File: config.mk
export PLATFORM = sky130hd
export DESIGN_NAME = flash_cmd_ctrl
export DESIGN_NICKNAME = d
export VERILOG_FILES = /design/src/rtl/flash_cmd_pkg.sv /design/src/rtl/flash_cmd_decode.sv /design/src/rtl/flash_status_regs.sv /design/src/rtl/flash_cmd_fsm.sv /design/src/rtl/flash_cmd_ctrl.sv
export SDC_FILE = /design/constraint.sdc
export NUM_CORES = 1
export LEC_CHECK = 0
export ABC_AREA = 1
export CORE_ASPECT_RATIO = 1.4
export CORE_MARGIN = 5
export CORE_UTILIZATION = 35
export CTS_BUF_LIST = sky130_fd_sc_hd__clkbuf_4 sky130_fd_sc_hd__clkbuf_8 sky130_fd_sc_hd__clkbuf_16
export CTS_CLUSTER_DIAMETER = 200
export DETAILED_ROUTE_END_ITERATION = 10
export GPL_ROUTABILITY_DRIVEN = 0
export PLACE_DENSITY = 0.71
export SLEW_MARGIN = 0
export SYNTH_ARGS = -nofsm -noshare
export SYNTH_HDL_FRONTEND = slang
export SYNTH_HIERARCHICAL = 1
export SYNTH_SLANG_ARGS = --single-unit
File: constraint.sdc
create_clock -name clk -period 3.2 [get_ports clk]
set_clock_uncertainty 0.15 [all_clocks]
set_input_delay 0.64 -clock clk [delete_from_list [all_inputs] [get_ports clk]]
set_output_delay 0.64 -clock clk [all_outputs]
set_load 0.01 [all_outputs]
File: src/rtl/flash_cmd_pkg.sv
package flash_cmd_pkg;

    localparam int CW = 8;

    localparam logic [CW-1:0] CODE_PGM     = 8'h40;
    localparam logic [CW-1:0] CODE_PGM_ALT = 8'h10;
    localparam logic [CW-1:0] CODE_ERASE   = 8'h20;
    localparam logic [CW-1:0] CODE_CLEAR   = 8'h50;
    localparam logic [CW-1:0] CODE_CFG     = 8'h60;
    localparam logic [CW-1:0] CODE_RD_SR   = 8'h70;
    localparam logic [CW-1:0] CODE_RD_CFG  = 8'h90;
    localparam logic [CW-1:0] CODE_RD_QRY  = 8'h98;
    localparam logic [CW-1:0] CODE_SUSPEND = 8'hB0;
    localparam logic [CW-1:0] CODE_LOCK    = 8'hC0;
    localparam logic [CW-1:0] CODE_CONFIRM = 8'hD0;
    localparam logic [CW-1:0] CODE_RD_ARR  = 8'hFF;

    localparam int SR_READY  = 7;
    localparam int SR_SUSP   = 6;
    localparam int SR_SEQERR = 5;

    typedef enum logic [2:0] {
        ST_IDLE, ST_PGM_SETUP, ST_ERS_SETUP, ST_CFG_SETUP,
        ST_LOCK_SETUP, ST_BUSY, ST_SUSP
    } fsm_state_t;

    typedef enum logic [1:0] {
        RD_ARRAY, RD_STATUS, RD_CONFIG, RD_QUERY
    } rd_src_t;

    typedef enum logic [1:0] {
        OP_PROGRAM, OP_ERASE, OP_CONFIG, OP_LOCK
    } eng_op_t;

    typedef enum logic [3:0] {
        K_NONE, K_PGM, K_ERS, K_CLR, K_CFG, K_RDSR, K_RDCFG,
        K_RDQRY, K_SUSP, K_LOCK, K_CONF, K_RDARR
    } cmd_kind_t;

endpackage

File: src/rtl/flash_cmd_decode.sv
module flash_cmd_decode
    import flash_cmd_pkg::*;
(
    input  logic [CW-1:0] code,
    output cmd_kind_t     kind
);
    always_comb begin
        case (code)
            CODE_PGM, CODE_PGM_ALT: kind = K_PGM;
            CODE_ERASE:             kind = K_ERS;
            CODE_CLEAR:             kind = K_CLR;
            CODE_CFG:               kind = K_CFG;
            CODE_RD_SR:             kind = K_RDSR;
            CODE_RD_CFG:            kind = K_RDCFG;
            CODE_RD_QRY:            kind = K_RDQRY;
            CODE_SUSPEND:           kind = K_SUSP;
            CODE_LOCK:              kind = K_LOCK;
            CODE_CONFIRM:           kind = K_CONF;
            CODE_RD_ARR:            kind = K_RDARR;
            default:                kind = K_NONE;
        endcase
    end
endmodule

File: src/rtl/flash_status_regs.sv
module flash_status_regs
    import flash_cmd_pkg::*;
#(
    parameter int NPART = 2,
    parameter int PBITS = 1
) (
    input  logic             clk,
    input  logic             arst_n,
    input  logic             busy,
    input  logic             clr_err,
    input  logic             set_err,
    input  logic [PBITS-1:0] err_part,
    input  logic             set_susp,
    input  logic             clr_susp,
    input  logic [PBITS-1:0] susp_part,
    input  logic [PBITS-1:0] rd_part,
    output logic [CW-1:0]    sr_rd
);
    logic [NPART-1:0] err_q;
    logic [NPART-1:0] susp_q;
    logic [CW-1:0]    sr_all [NPART];

    always_ff @(posedge clk or negedge arst_n) begin
        if (!arst_n) begin
            err_q  <= '0;
            susp_q <= '0;
        end else begin
            for (int p = 0; p < NPART; p++) begin
                if (clr_err)
                    err_q[p] <= 1'b0;
                else if (set_err && err_part == PBITS'(p))
                    err_q[p] <= 1'b1;
                if (set_susp && susp_part == PBITS'(p))
                    susp_q[p] <= 1'b1;
                else if (clr_susp && susp_part == PBITS'(p))
                    susp_q[p] <= 1'b0;
            end
        end
    end

    for (genvar g = 0; g < NPART; g++) begin : g_part
        always_comb begin
            sr_all[g]            = '0;
            sr_all[g][SR_READY]  = !busy;
            sr_all[g][SR_SUSP]   = susp_q[g];
            sr_all[g][SR_SEQERR] = err_q[g];
        end
    end

    assign sr_rd = sr_all[rd_part];
endmodule

File: src/rtl/flash_cmd_fsm.sv
module flash_cmd_fsm
    import flash_cmd_pkg::*;
#(
    parameter int AW    = 21,
    parameter int DW    = 16,
    parameter int PBITS = 1
) (
    input  logic             clk,
    input  logic             arst_n,
    input  logic             wr_cyc,
    input  cmd_kind_t        kind,
    input  logic [AW-1:0]    addr,
    input  logic [DW-1:0]    din,
    input  logic             eng_ready,
    output rd_src_t          rd_src,
    output logic [PBITS-1:0] stat_part,
    output logic             busy,
    output logic             eng_start,
    output eng_op_t          eng_op,
    output logic [AW-1:0]    eng_addr,
    output logic [DW-1:0]    eng_data,
    output logic             eng_suspend,
    output logic             set_err,
    output logic             clr_err,
    output logic             set_susp,
    output logic             clr_susp,
    output logic [PBITS-1:0] act_part,
    output logic [PBITS-1:0] wr_part
);
    fsm_state_t       state, state_d;
    rd_src_t          rd_q;
    logic [PBITS-1:0] spart_q;
    logic             go;
    eng_op_t          go_op;
    logic             mode_wr;

    assign wr_part = addr[AW-1 -: PBITS];
    assign busy    = (state == ST_BUSY);
    assign mode_wr = wr_cyc && (state == ST_IDLE || state == ST_SUSP);

    // state register
    always_ff @(posedge clk or negedge arst_n) begin
        if (!arst_n) state <= ST_IDLE;
        else         state <= state_d;
    end

    // next state and sequence decisions
    always_comb begin
        state_d  = state;
        go       = 1'b0;
        go_op    = OP_PROGRAM;
        set_err  = 1'b0;
        clr_err  = 1'b0;
        set_susp = 1'b0;
        clr_susp = 1'b0;
        unique case (state)
            ST_IDLE: if (wr_cyc) begin
                case (kind)
                    K_PGM:   state_d = ST_PGM_SETUP;
                    K_ERS:   state_d = ST_ERS_SETUP;
                    K_CFG:   state_d = ST_CFG_SETUP;
                    K_LOCK:  state_d = ST_LOCK_SETUP;
                    K_CLR:   clr_err = 1'b1;
                    default: ;
                endcase
            end
            ST_PGM_SETUP: if (wr_cyc) begin
                go = 1'b1; go_op = OP_PROGRAM; state_d = ST_BUSY;
            end
            ST_CFG_SETUP: if (wr_cyc) begin
                go = 1'b1; go_op = OP_CONFIG; state_d = ST_BUSY;
            end
            ST_LOCK_SETUP: if (wr_cyc) begin
                go = 1'b1; go_op = OP_LOCK; state_d = ST_BUSY;
            end
            ST_ERS_SETUP: if (wr_cyc) begin
                if (kind == K_CONF) begin
                    go = 1'b1; go_op = OP_ERASE; state_d = ST_BUSY;
                end else begin
                    set_err = 1'b1; state_d = ST_IDLE;
                end
            end
            ST_BUSY: begin
                if (wr_cyc && kind == K_SUSP) begin
                    set_susp = 1'b1; state_d = ST_SUSP;
                end else if (eng_ready && !eng_start) begin
                    state_d = ST_IDLE;
                end
            end
            ST_SUSP: if (wr_cyc) begin
                case (kind)
                    K_CONF:  begin clr_susp = 1'b1; state_d = ST_BUSY; end
                    K_CLR:   clr_err = 1'b1;
                    default: ;
                endcase
            end
            default: state_d = ST_IDLE;
        endcase
    end

    // registered outputs
    always_ff @(posedge clk or negedge arst_n) begin
        if (!arst_n) begin
            rd_q        <= RD_ARRAY;
            spart_q     <= '0;
            act_part    <= '0;
            eng_start   <= 1'b0;
            eng_op      <= OP_PROGRAM;
            eng_addr    <= '0;
            eng_data    <= '0;
            eng_suspend <= 1'b0;
        end else begin
            eng_start   <= go;
            eng_suspend <= (state_d == ST_SUSP);
            if (go) begin
                eng_op   <= go_op;
                eng_addr <= addr;
                eng_data <= din;
                act_part <= wr_part;
                rd_q     <= RD_STATUS;
                spart_q  <= wr_part;
            end else if (set_err) begin
                rd_q    <= RD_STATUS;
                spart_q <= wr_part;
            end else if (mode_wr) begin
                case (kind)
                    K_RDARR: rd_q <= RD_ARRAY;
                    K_RDSR:  begin rd_q <= RD_STATUS; spart_q <= wr_part; end
                    K_RDCFG: rd_q <= RD_CONFIG;
                    K_RDQRY: rd_q <= RD_QUERY;
                    default: ;
                endcase
            end
        end
    end

    assign rd_src    = busy ? RD_STATUS : rd_q;
    assign stat_part = busy ? act_part  : spart_q;
endmodule

File: src/rtl/flash_cmd_ctrl.sv
module flash_cmd_ctrl
    import flash_cmd_pkg::*;
#(
    parameter int AW    = 21,
    parameter int DW    = 16,
    parameter int NPART = 2
) (
    input  logic          clk,
    input  logic          arst_n,
    input  logic          ce_n,
    input  logic          we_n,
    input  logic          oe_n,
    input  logic          bus_rst_n,
    input  logic [AW-1:0] addr,
    input  logic [DW-1:0] din,
    input  logic [DW-1:0] ext_rdata,
    output logic [DW-1:0] dout,
    output logic          dout_en,
    output logic [1:0]    rd_src,
    input  logic          eng_ready,
    output logic          eng_start,
    output logic [1:0]    eng_op,
    output logic [AW-1:0] eng_addr,
    output logic [DW-1:0] eng_data,
    output logic          eng_suspend
);
    localparam int PBITS = $clog2(NPART);

    logic             wr_cyc, rd_cyc;
    cmd_kind_t        kind;
    rd_src_t          rd_src_e;
    eng_op_t          eng_op_e;
    logic [PBITS-1:0] stat_part, act_part, wr_part;
    logic             busy, set_err, clr_err, set_susp, clr_susp;
    logic [CW-1:0]    sr_rd;

    assign wr_cyc = !ce_n && !we_n && oe_n && bus_rst_n;
    assign rd_cyc = !ce_n && !oe_n && we_n && bus_rst_n;

    flash_cmd_decode u_dec (
        .code (din[CW-1:0]),
        .kind (kind)
    );

    flash_cmd_fsm #(.AW(AW), .DW(DW), .PBITS(PBITS)) u_fsm (
        .clk         (clk),
        .arst_n      (arst_n),
        .wr_cyc      (wr_cyc),
        .kind        (kind),
        .addr        (addr),
        .din         (din),
        .eng_ready   (eng_ready),
        .rd_src      (rd_src_e),
        .stat_part   (stat_part),
        .busy        (busy),
        .eng_start   (eng_start),
        .eng_op      (eng_op_e),
        .eng_addr    (eng_addr),
        .eng_data    (eng_data),
        .eng_suspend (eng_suspend),
        .set_err     (set_err),
        .clr_err     (clr_err),
        .set_susp    (set_susp),
        .clr_susp    (clr_susp),
        .act_part    (act_part),
        .wr_part     (wr_part)
    );

    flash_status_regs #(.NPART(NPART), .PBITS(PBITS)) u_sr (
        .clk       (clk),
        .arst_n    (arst_n),
        .busy      (busy),
        .clr_err   (clr_err),
        .set_err   (set_err),
        .err_part  (wr_part),
        .set_susp  (set_susp),
        .clr_susp  (clr_susp),
        .susp_part (act_part),
        .rd_part   (stat_part),
        .sr_rd     (sr_rd)
    );

    assign rd_src  = rd_src_e;
    assign eng_op  = eng_op_e;
    assign dout_en = rd_cyc;

    always_comb begin
        if (!rd_cyc)
            dout = '0;
        else if (rd_src_e == RD_STATUS)
            dout = {{(DW-CW){1'b0}}, sr_rd};
        else
            dout = ext_rdata;
    end
endmodule

* Word-level counts from Yosys, hierarchy flattened
Cells that the tools add are included.
** Word-level totals
- Bits in registers :: 52
- Input bits :: 60
- Output and inout port bits :: 60
** Cells by class
- Magnitude comparators :: 1
- Equal/unequal tests :: 31
- Muxes and demuxes :: 52
- Bitwise operators :: 3
- Reductions and logical operators :: 34
** Operators by type and width (count)
- equality test 8 bit, second input constant :: 6
- one-hot mux 4 bit (11 select lines) :: 1
- equality test 8 x 7 -> 1 bit, second input constant :: 4
- two-way mux 16 bit :: 2
- two-way mux 1 bit :: 26
- two-way mux 3 bit :: 8
- equality test 4 x 3 -> 1 bit, second input constant :: 4
- equality test 4 bit, second input constant :: 4
- two-way mux 8 bit :: 2
- logical AND 1 bit :: 15
- one-hot mux 3 bit (5 select lines) :: 1
- two-way mux 2 bit :: 7
- equality test 3 bit, second input constant :: 4
- one-hot mux 3 bit (4 select lines) :: 1
- equality test 4 x 2 -> 1 bit, second input constant :: 2
- equality test 8 x 5 -> 1 bit, second input constant :: 1
- equality test 8 x 6 -> 1 bit, second input constant :: 1
- one-hot mux 2 bit (4 select lines) :: 1
- nonzero test 2 bit :: 4
- two-way mux 7 bit :: 1
- equality test 3 x 2 -> 1 bit, second input constant :: 2
- one-hot mux 2 bit (3 select lines) :: 1
- nonzero test 3 bit :: 2
- nonzero test 6 bit :: 1
- other kinds (13) :: 20

* Logic depth before layout (Yosys ltp)
Gate-level depths: netlist of the first run.
- Word-level depth :: 10
- Depth in mapped cells :: 17
- Gate-level depth less buffers :: 16

* Modules after synthesis
The synthesis of the first run kept the hierarchy.
** By module, submodules not included
- flash_cmd_fsm :: times used 1, cells an instance 276, area an instance 2128.3 um^2
- flash_cmd_ctrl :: times used 1, cells an instance 52, area an instance 281.5 um^2
- flash_cmd_decode :: times used 1, cells an instance 58, area an instance 236.5 um^2
- flash_status_regs :: times used 1, cells an instance 32, area an instance 232.7 um^2

* Worst setup path after synthesis of the first run
OpenSTA, ideal clock, no wires.
- Path type :: register to output
- From :: register u_fsm.state[2]
- To :: output port dout[10]
- Data arrival time :: 1537 ps
- Required time :: 2410 ps
- Setup slack :: 873 ps
- Cell stages (with the launch flop) :: 9
- Buffers on the path :: 2
- Path through :: dfrtp_1 nand3_1 inv_1 or2_2 buf_6 nand2_8 buf_12 nand2_1 nor2_1
** Between the ends
- Longest elaborated chain between the ends :: 5
** Ends and longest elaborated chain
- from (decl) :: RTL line flash_cmd_fsm.sv:30 : fsm_state_t state, state_d;
- from (signal assigned) :: RTL line flash_cmd_fsm.sv:44 : else state <= state_d;
- equality test 3 bit :: RTL line flash_cmd_fsm.sv:38 : assign busy = (state == ST_BUSY);
- via busy :: RTL line flash_cmd_ctrl.sv:34 : logic busy, set_err, clr_err, set_susp, clr_susp;
- two-way mux 2 bit :: RTL line flash_cmd_fsm.sv:137 : assign rd_src = busy ? RD_STATUS : rd_q;
- via rd_src[0] :: RTL line flash_cmd_ctrl.sv:19 : output logic [1:0] rd_src,
- equality test 2 x 1 -> 1 bit :: RTL line flash_cmd_ctrl.sv:90 : else if (rd_src_e == RD_STATUS)
- two-way mux 16 bit :: RTL line flash_cmd_ctrl.sv:90
- two-way mux 16 bit :: RTL line flash_cmd_ctrl.sv:88 : if (!rd_cyc)
- to (decl) :: RTL line flash_cmd_ctrl.sv:17 : output logic [DW-1:0] dout,
The timed path passes the listed nets, and every way through them passes these cells.

* Worst setup path in the final report of the first run
- From :: register u_fsm.state[2]
- To :: output port dout[1]
** Between the ends
- Longest elaborated chain between the ends :: 5
** Ends and longest elaborated chain (RTL line)
- equality test 3 bit :: flash_cmd_fsm.sv:38
- via busy :: flash_cmd_ctrl.sv:34
- two-way mux 2 bit :: flash_cmd_fsm.sv:137
- equality test 2 x 1 -> 1 bit :: flash_cmd_ctrl.sv:90
- two-way mux 16 bit :: flash_cmd_ctrl.sv:90
- two-way mux 16 bit :: flash_cmd_ctrl.sv:88
The timed path passes the listed nets, and every way through them passes these cells.

==> summary.txt, run 1 <==
Vias in the first global route = 2,978
Synth warn = 6
HPWL after detailed placement = 6.26 mm
Drt drc = 0
Initial Util = 0.355
Chip height = 117 microns
Final setup violating endpoints = 0
GRT Max-Usage Layer = met2
Minimum clock period = 2.98 ns
Fillers = 815
Initial antenna violation count = 0
GRT Resource Usage Total = 0.161
Top cells by area, synth = dfrtp_1 (44%), nand2_1 (25%), nor2_1 (6.5%)
Fmax = 0.335 GHz
CTS buffer count = 5
CTS H-Tree Depth = 2
Clock Latency Late Sink = 0.29 ns
Fin. Hold Viols = 0
Power per Cell Area = 355 nW/um^2
Total Routed Length = 8.02 mm
Inserted Diodes = 0
Number of I/O pins = 120
Drt first pass iters = 4
Worst-case clock buffer depth = 2
Maximum number of pins on one net before global-route repair = 39
Routed WL per cell = 12.6 microns
Worst vdd ir = 0.247 mV
Register area share after synthesis = 0.443
Post-layout util = 0.527
HP Class = primary input to async pin
Port-buffer cells = 119
Core Rows = 39
Critical Path RT = 2.41 ns
Layout area overhead = 48.4%
Syn avg cell area = 6.89 sq um
Drt via density = 4.66
Global-route track usage on met2 = 0.280
Grt met1 use = 0.181
Hold buffer count at CTS = 0
DRT antenna net count = 0
Post-synth EDFFs = 0
Slowest stage cell, crit path = clkdlybuf4s50_1
Max_slew headroom = 0.661
CTS root buffer = clkbuf_16
Grt ovf = 0
#FFs+latches synth = 51
Yosys cell types = 25
Nets = 596
Storage element area = 1280 sq um
Mapped Area = 2880 sq um
Max cap viols = 0
Crit end category = output port
Post-place instance area = 4080 sq um
Critical path type = register to output port
Die X = 86.7 microns
Clk sinks = 51
CP max FO = 16
Core Area = 8100 sq um
Top-count cell post-synth = nand2_1
Vias = 2,976
Die area = 10,200 sq um
Synthesized instance count = 418
Initial DRC count = 179
Multi-input gate area = 1330 sq um
Synth Flop Type = dfrtp_1
CP cell instances = nand3_2, inv_1, or2_4, nand2_8, nand2_1, a21oi_1, clkdlybuf4s50_1
Status = complete, no violations
Synth area leader = dfrtp_1
Unrepaired setup endpoints after global routing = no
Post-route cell area = 4270 sq um
Crit start category = register
Clock transition at path regs = 0.07 ns
Worst-Margin Slew = 0.504 ns
Slew Viols, Final = 0
Leak = 2.15 nW
Commonest cells post-synth = nand2_1 (191), dfrtp_1 (51), nor2_1 (50), inv_1 (31), nand3_1 (21)
M3 GR Usage = 0.0491
Post-synth ARST share = 1.00
First-pass GRT wire length = 13.5 mm
CTS tree = built
Top cell type's share of synthesized area = 0.443
Fin crit share = 0.932
Largest stage delay on the critical path = 0.56 ns
Layout cell share with drive strength beyond 1 = 0.0616
Crit path arrival time = 2.19 ns
==> state kept, by name (all words and copies together) (netlist names) <==
register	flops
u_fsm/state	3
u_sr/susp_q	2
u_fsm/eng_start	1
u_fsm/eng_addr	20
u_fsm/eng_suspend	1
u_fsm/eng_op	2
u_sr/err_q	2
u_fsm/spart_q	1
u_fsm/act_part	1
u_fsm/rd_q	2
u_fsm/eng_data	16
==> per-stage QoR <==
stage / power, W / setup TNS, ns / cells / setup WS, ns / hold WS [ns]
after global placement: 0.000929 / 0 / 629 / 0.0237 / 0.304
final: 0.00152 / 0 / 638 / 0.216 / 0.168
after detailed placement: 0.000932 / -0.220 / 629 / -0.0509 / 0.308
after floorplan: 0.000776 / 0 / 422 / 0.873 / 0.194
after global routing: 0.00159 / 0 / 638 / 0.0292 / 0.196
after CTS: 0.00153 / 0 / 636 / 0.0196 / 0.178
==> cells in the final DEF (no fill, tap or decap) <==
| cell type | instances |
|---|---|
| o21ai_0 | 13 |
| a21oi_2 | 2 |
| o21ai_1 | 2 |
| nor2_2 | 2 |
| nand3_2 | 1 |
| dfrtp_1 | 51 |
| a21oi_1 | 11 |
| nor3_1 | 5 |
| clkinvlp_4 | 1 |
| or2_4 | 1 |
| nand3_1 | 20 |
| bufinv_16 | 1 |
| o21bai_1 | 1 |
| clkdlybuf4s50_1 | 118 |
| buf_4 | 7 |
| nand2_8 | 1 |
| nand2_2 | 5 |
| buf_2 | 1 |
| clkbuf_16 | 5 |
| nor2_1 | 50 |
| nand2_1 | 191 |
| inv_2 | 4 |
| inv_1 | 31 |
| o211ai_1 | 1 |
| inv_4 | 1 |
| o31ai_1 | 1 |
| nand4_1 | 1 |
| or2_2 | 1 |
| conb_1 | 5 |
| o21a_1 | 2 |
==> layout make-up <==
cell class	instances	area share
Multi-Input combinational cell	316	0.311
Sequential cell	51	0.299
Timing Repair Buffer	126	0.290
Inverter	36	0.0322
Tap cell	102	0.0299
Clock buffer	5	0.0293
Clock inverter	2	0.00879
==> path summary, 6_finish.rpt <==
| kind | start | end | slack [ns] | cells past startpoint |
|---|---|---|---|---|
| worst max-delay path | u_fsm/state[2]$_DFF_PN0_ | dout[1] | 0.22 | 7 |
| worst min-delay path | arst_n | u_fsm/eng_data[15]$_DFFE_PN0P_ | 0.17 | 1 |
| worst max register to register | u_fsm/state[1]$_DFF_PN0_ | u_fsm/rd_q[1]$_DFFE_PN0P_ | 1.33 | 10 |
| worst min register to register | u_sr/susp_q[0]$_DFFE_PN0P_ | u_sr/susp_q[0]$_DFFE_PN0P_ | 0.32 | 2 |
| max in group asynchronous | arst_n | u_sr/susp_q[1]$_DFFE_PN0P_ | 1.96 | 2 |
| min in group clk | u_sr/susp_q[0]$_DFFE_PN0P_ | u_sr/susp_q[0]$_DFFE_PN0P_ | 0.32 | 2 |
==> what timing repair did <==
action | in CTS | in global routing
setup endpoints to repair | 2 | 31
buffers inserted | 0 | 2
pin swaps | 0 | 0
resized for setup | 1 | 4
==> cell families after synthesis <==
group / count (synthesis) / synth area share
and+or+nand+nor: 278 / 0.388
buffers and inverters: 55 / 0.103
DFF: 51 / 0.443
AOI/OAI and AO/OA: 33 / 0.0643
other: 1 / 0.00130
==> power by group <==
| part | total, W | internal, W | switching (W) | leakage (nW) |
|---|---|---|---|---|
| registers | 0.000687 | 0.000671 | 0.0000160 | 0.696 |
| logic | 0.000235 | 0.000135 | 0.000100 | 1.37 |
| clock network | 0.000596 | 0.000365 | 0.000231 | 0.0759 |
==> layer usage <==
metal | wire length [microns] | vias to the layer above
met3 | 727 | 21
met2 | 3940 | 138
li1 | - | 1501
met1 | 3110 | 1316
met4 | 240 | 0
met5 | 0 | -
==> critical path: cells and delay by family (launching register included) <==
kind,cells,cell delay (ns)
DFF,1,0.46
and+or+nand+nor,4,0.69
buffers and inverters,2,0.64
AOI/OAI and AO/OA,1,0.13
No activity file was read; power rests on OpenSTA's default activity.
==> inputs of run 2 (changes only) <==
Settings changed: CAP_MARGIN set to 10.
==> results of run 2 <==
No change in the layout: final DEF, timing and power equal those of run 1.
==> inputs of run 3 (changes only) <==
Settings changed: GPL_TIMING_DRIVEN set to 0.
==> summary.txt, run 3 (synthesis gave the netlist of run 1 again) <==
Hold buffer count at CTS = 0
Worst-Margin Slew = 0.836 ns
Fillers = 769
Most common cell after layout, fill and taps aside = nand2_1
Worst Reg-to-Reg Cells = 10
Worst-case clock buffer depth = 2
Max cap viols = 0
Clk sinks = 51
Largest register by flop count = u_fsm/eng_addr
Worst r2r src = u_fsm/state[1]$_DFF_PN0_
Switch Pwr = 0.000355 W
Final setup violating endpoints = 0
DRT antenna net count = 0
HP Class = primary input to async pin
Clock transition at path regs = 0.07 ns
FF-to-FF End = u_fsm/rd_q[1]$_DFFE_PN0P_
Max_slew headroom = 0.438
Clock power frac = 0.404
Post-route cell area = 4440 sq um
Worst R2R Setup Slack = 1.35 ns
Fmax = 0.325 GHz
Crit start category = register
Fin. Hold Viols = 0
Layout area overhead = 54.3%
Post-layout util = 0.549
Critical Path Sink = dout[7]
Layout cell share with drive strength beyond 1 = 0.0907
Core Rows = 39
Inserted Diodes = 0
Combinational Power Share = 0.157
Total Routed Length = 8.16 mm
Drt via density = 4.57
Total power = 0.00156 W
CTS root buffer = clkbuf_16
Initial Util = 0.355
Fin crit share = 0.963
Max reg flops = 20
Maximum number of pins on one net before global-route repair = 27
Initial antenna violation count = 0
Critical Path RT = 2.41 ns
Die area = 10,200 sq um
CTS H-Tree Depth = 2
Vias = 2,985
Biggest regs = u_fsm/eng_addr (20), u_fsm/eng_data (16), u_fsm/state (3)
Internal = 0.00121 W
Grt ovf = 0
HPWL after detailed placement = 6.49 mm
Most frequent cells in the layout = nand2_1 (191), clkdlybuf4s50_1 (112), nor2_1 (50), dfrtp_1 (49), inv_1 (31)
Core Area = 8100 sq um
Minimum clock period = 3.08 ns
Worst vdd ir = 0.291 mV
Post-place instance area = 4230 sq um
Vias in the first global route = 2,916
Routed WL per cell = 12.5 microns
Crit path arrival time = 2.29 ns
Number of I/O pins = 120
Die X = 86.7 microns
Leak = 2.35 nW
Switching share of power = 0.227
GRT Max-Usage Layer = met2
GRT Resource Usage Total = 0.162
Final hold slack = 0.203 ns
Drt first pass iters = 4
CTS tree = built
M3 GR Usage = 0.0526
Global-route track usage on met2 = 0.290
Status = complete, no violations
CP startpoint = u_fsm/state[2]$_DFF_PN0_
First-pass GRT wire length = 13.6 mm
Flop pwr share = 0.439
Nets = 610
Drt drc = 0
Initial DRC count = 127
Power per Cell Area = 351 nW/um^2
Critical path type = register to output port
Crit end category = output port
Clock Latency Late Sink = 0.29 ns
Slew Viols, Final = 0
Port-buffer cells = 119
CTS buffer count = 5
Chip height = 117 microns
CP max FO = 10
Grt met1 use = 0.179
Setup_tns = 0 ns
[run 3: cell count changes in the layout (fill, tap and decap cells not counted), moves of 2 or more]
cell             delta
dfrtp_2             +2
dfrtp_1             -2
buf_4               +2
buf_2               +5
dlymetal6s2s_1      +6
buf_12              +2
clkdlybuf4s50_1     -6
buf_6               +5
[run 3: stage by stage]
step	worst slack, ns	instances
2_1_floorplan	0.873	422
3_3_place_gp	-0.173	643
3_5_place_dp	0.0250	644
4_1_cts	0.0200	652
5_1_grt	-0.000248	653
6_report	0.119	653
[run 3: how the worst min path moves through the flow]
| stage | startpoint | to | cells past startpoint |
|---|---|---|---|
| 3_5_place_dp | u_fsm/eng_data[15]$_DFFE_PN0P_ | u_fsm/eng_data[15]$_DFFE_PN0P_ | 2 |
| 2_1_floorplan | arst_n | u_fsm/act_part$_DFFE_PN0P_ | 0 |
| 6_report | arst_n | u_fsm/eng_addr[1]$_DFFE_PN0P_ | 1 |
| 3_3_place_gp | u_fsm/eng_data[9]$_DFFE_PN0P_ | u_fsm/eng_data[9]$_DFFE_PN0P_ | 2 |
| 4_1_cts | arst_n | u_fsm/eng_addr[10]$_DFFE_PN0P_ | 1 |
| 5_1_grt | arst_n | u_fsm/eng_addr[1]$_DFFE_PN0P_ | 1 |
[run 3: routing by layer]
| metal | wire, microns | vias to the layer above | share of wire |
|---|---|---|---|
| li1 | - | 1525 | - |
| met1 | 3060 | 1334 | 0.38 |
| met2 | 4210 | 117 | 0.52 |
| met3 | 782 | 9 | 0.096 |
| met4 | 100 | 0 | 0.012 |
| met5 | 0 | - | 0 |
[run 3: what timing repair did]
action / CTS / global route
setup buffers: 0 / 1
setup endpoints to repair: 10 / 13
gates resized for setup: 1 / 10
cloned: 0 / 0
[run 3: cell type report]
type	count	area, sq um	area share
tap	102	128	0.0287
clock inverter	2	38.8	0.00873
buffer	19	161	0.0363
timing repair buffer	121	1230	0.277
multi-input combinational	316	1330	0.300
sequential	51	1280	0.288
clock buffer	6	139	0.0313
inverter	36	135	0.0304
[run 3: power groups by stage]
stage / clock [W] / combinational (W) / sequential [W]
finish: 0.000631 / 0.000245 / 0.000686
global route: 0.000678 / 0.000269 / 0.000690
CTS: 0.000648 / 0.000246 / 0.000686
detailed placement: 0 / 0.000245 / 0.000698
global placement: 0 / 0.000239 / 0.000698
floorplan: 0 / 0.0000684 / 0.000708
[run 3: worst max-delay path, stage by stage (launching register included)]
cell,delay [ns]
dfrtp_2,0.46
nand3_4,0.12
inv_1,0.07
or2_2,0.29
buf_6,0.15
nand2_8,0.09
buf_12,0.12
nand2_2,0.05
a21oi_2,0.10
clkdlybuf4s50_1,0.54
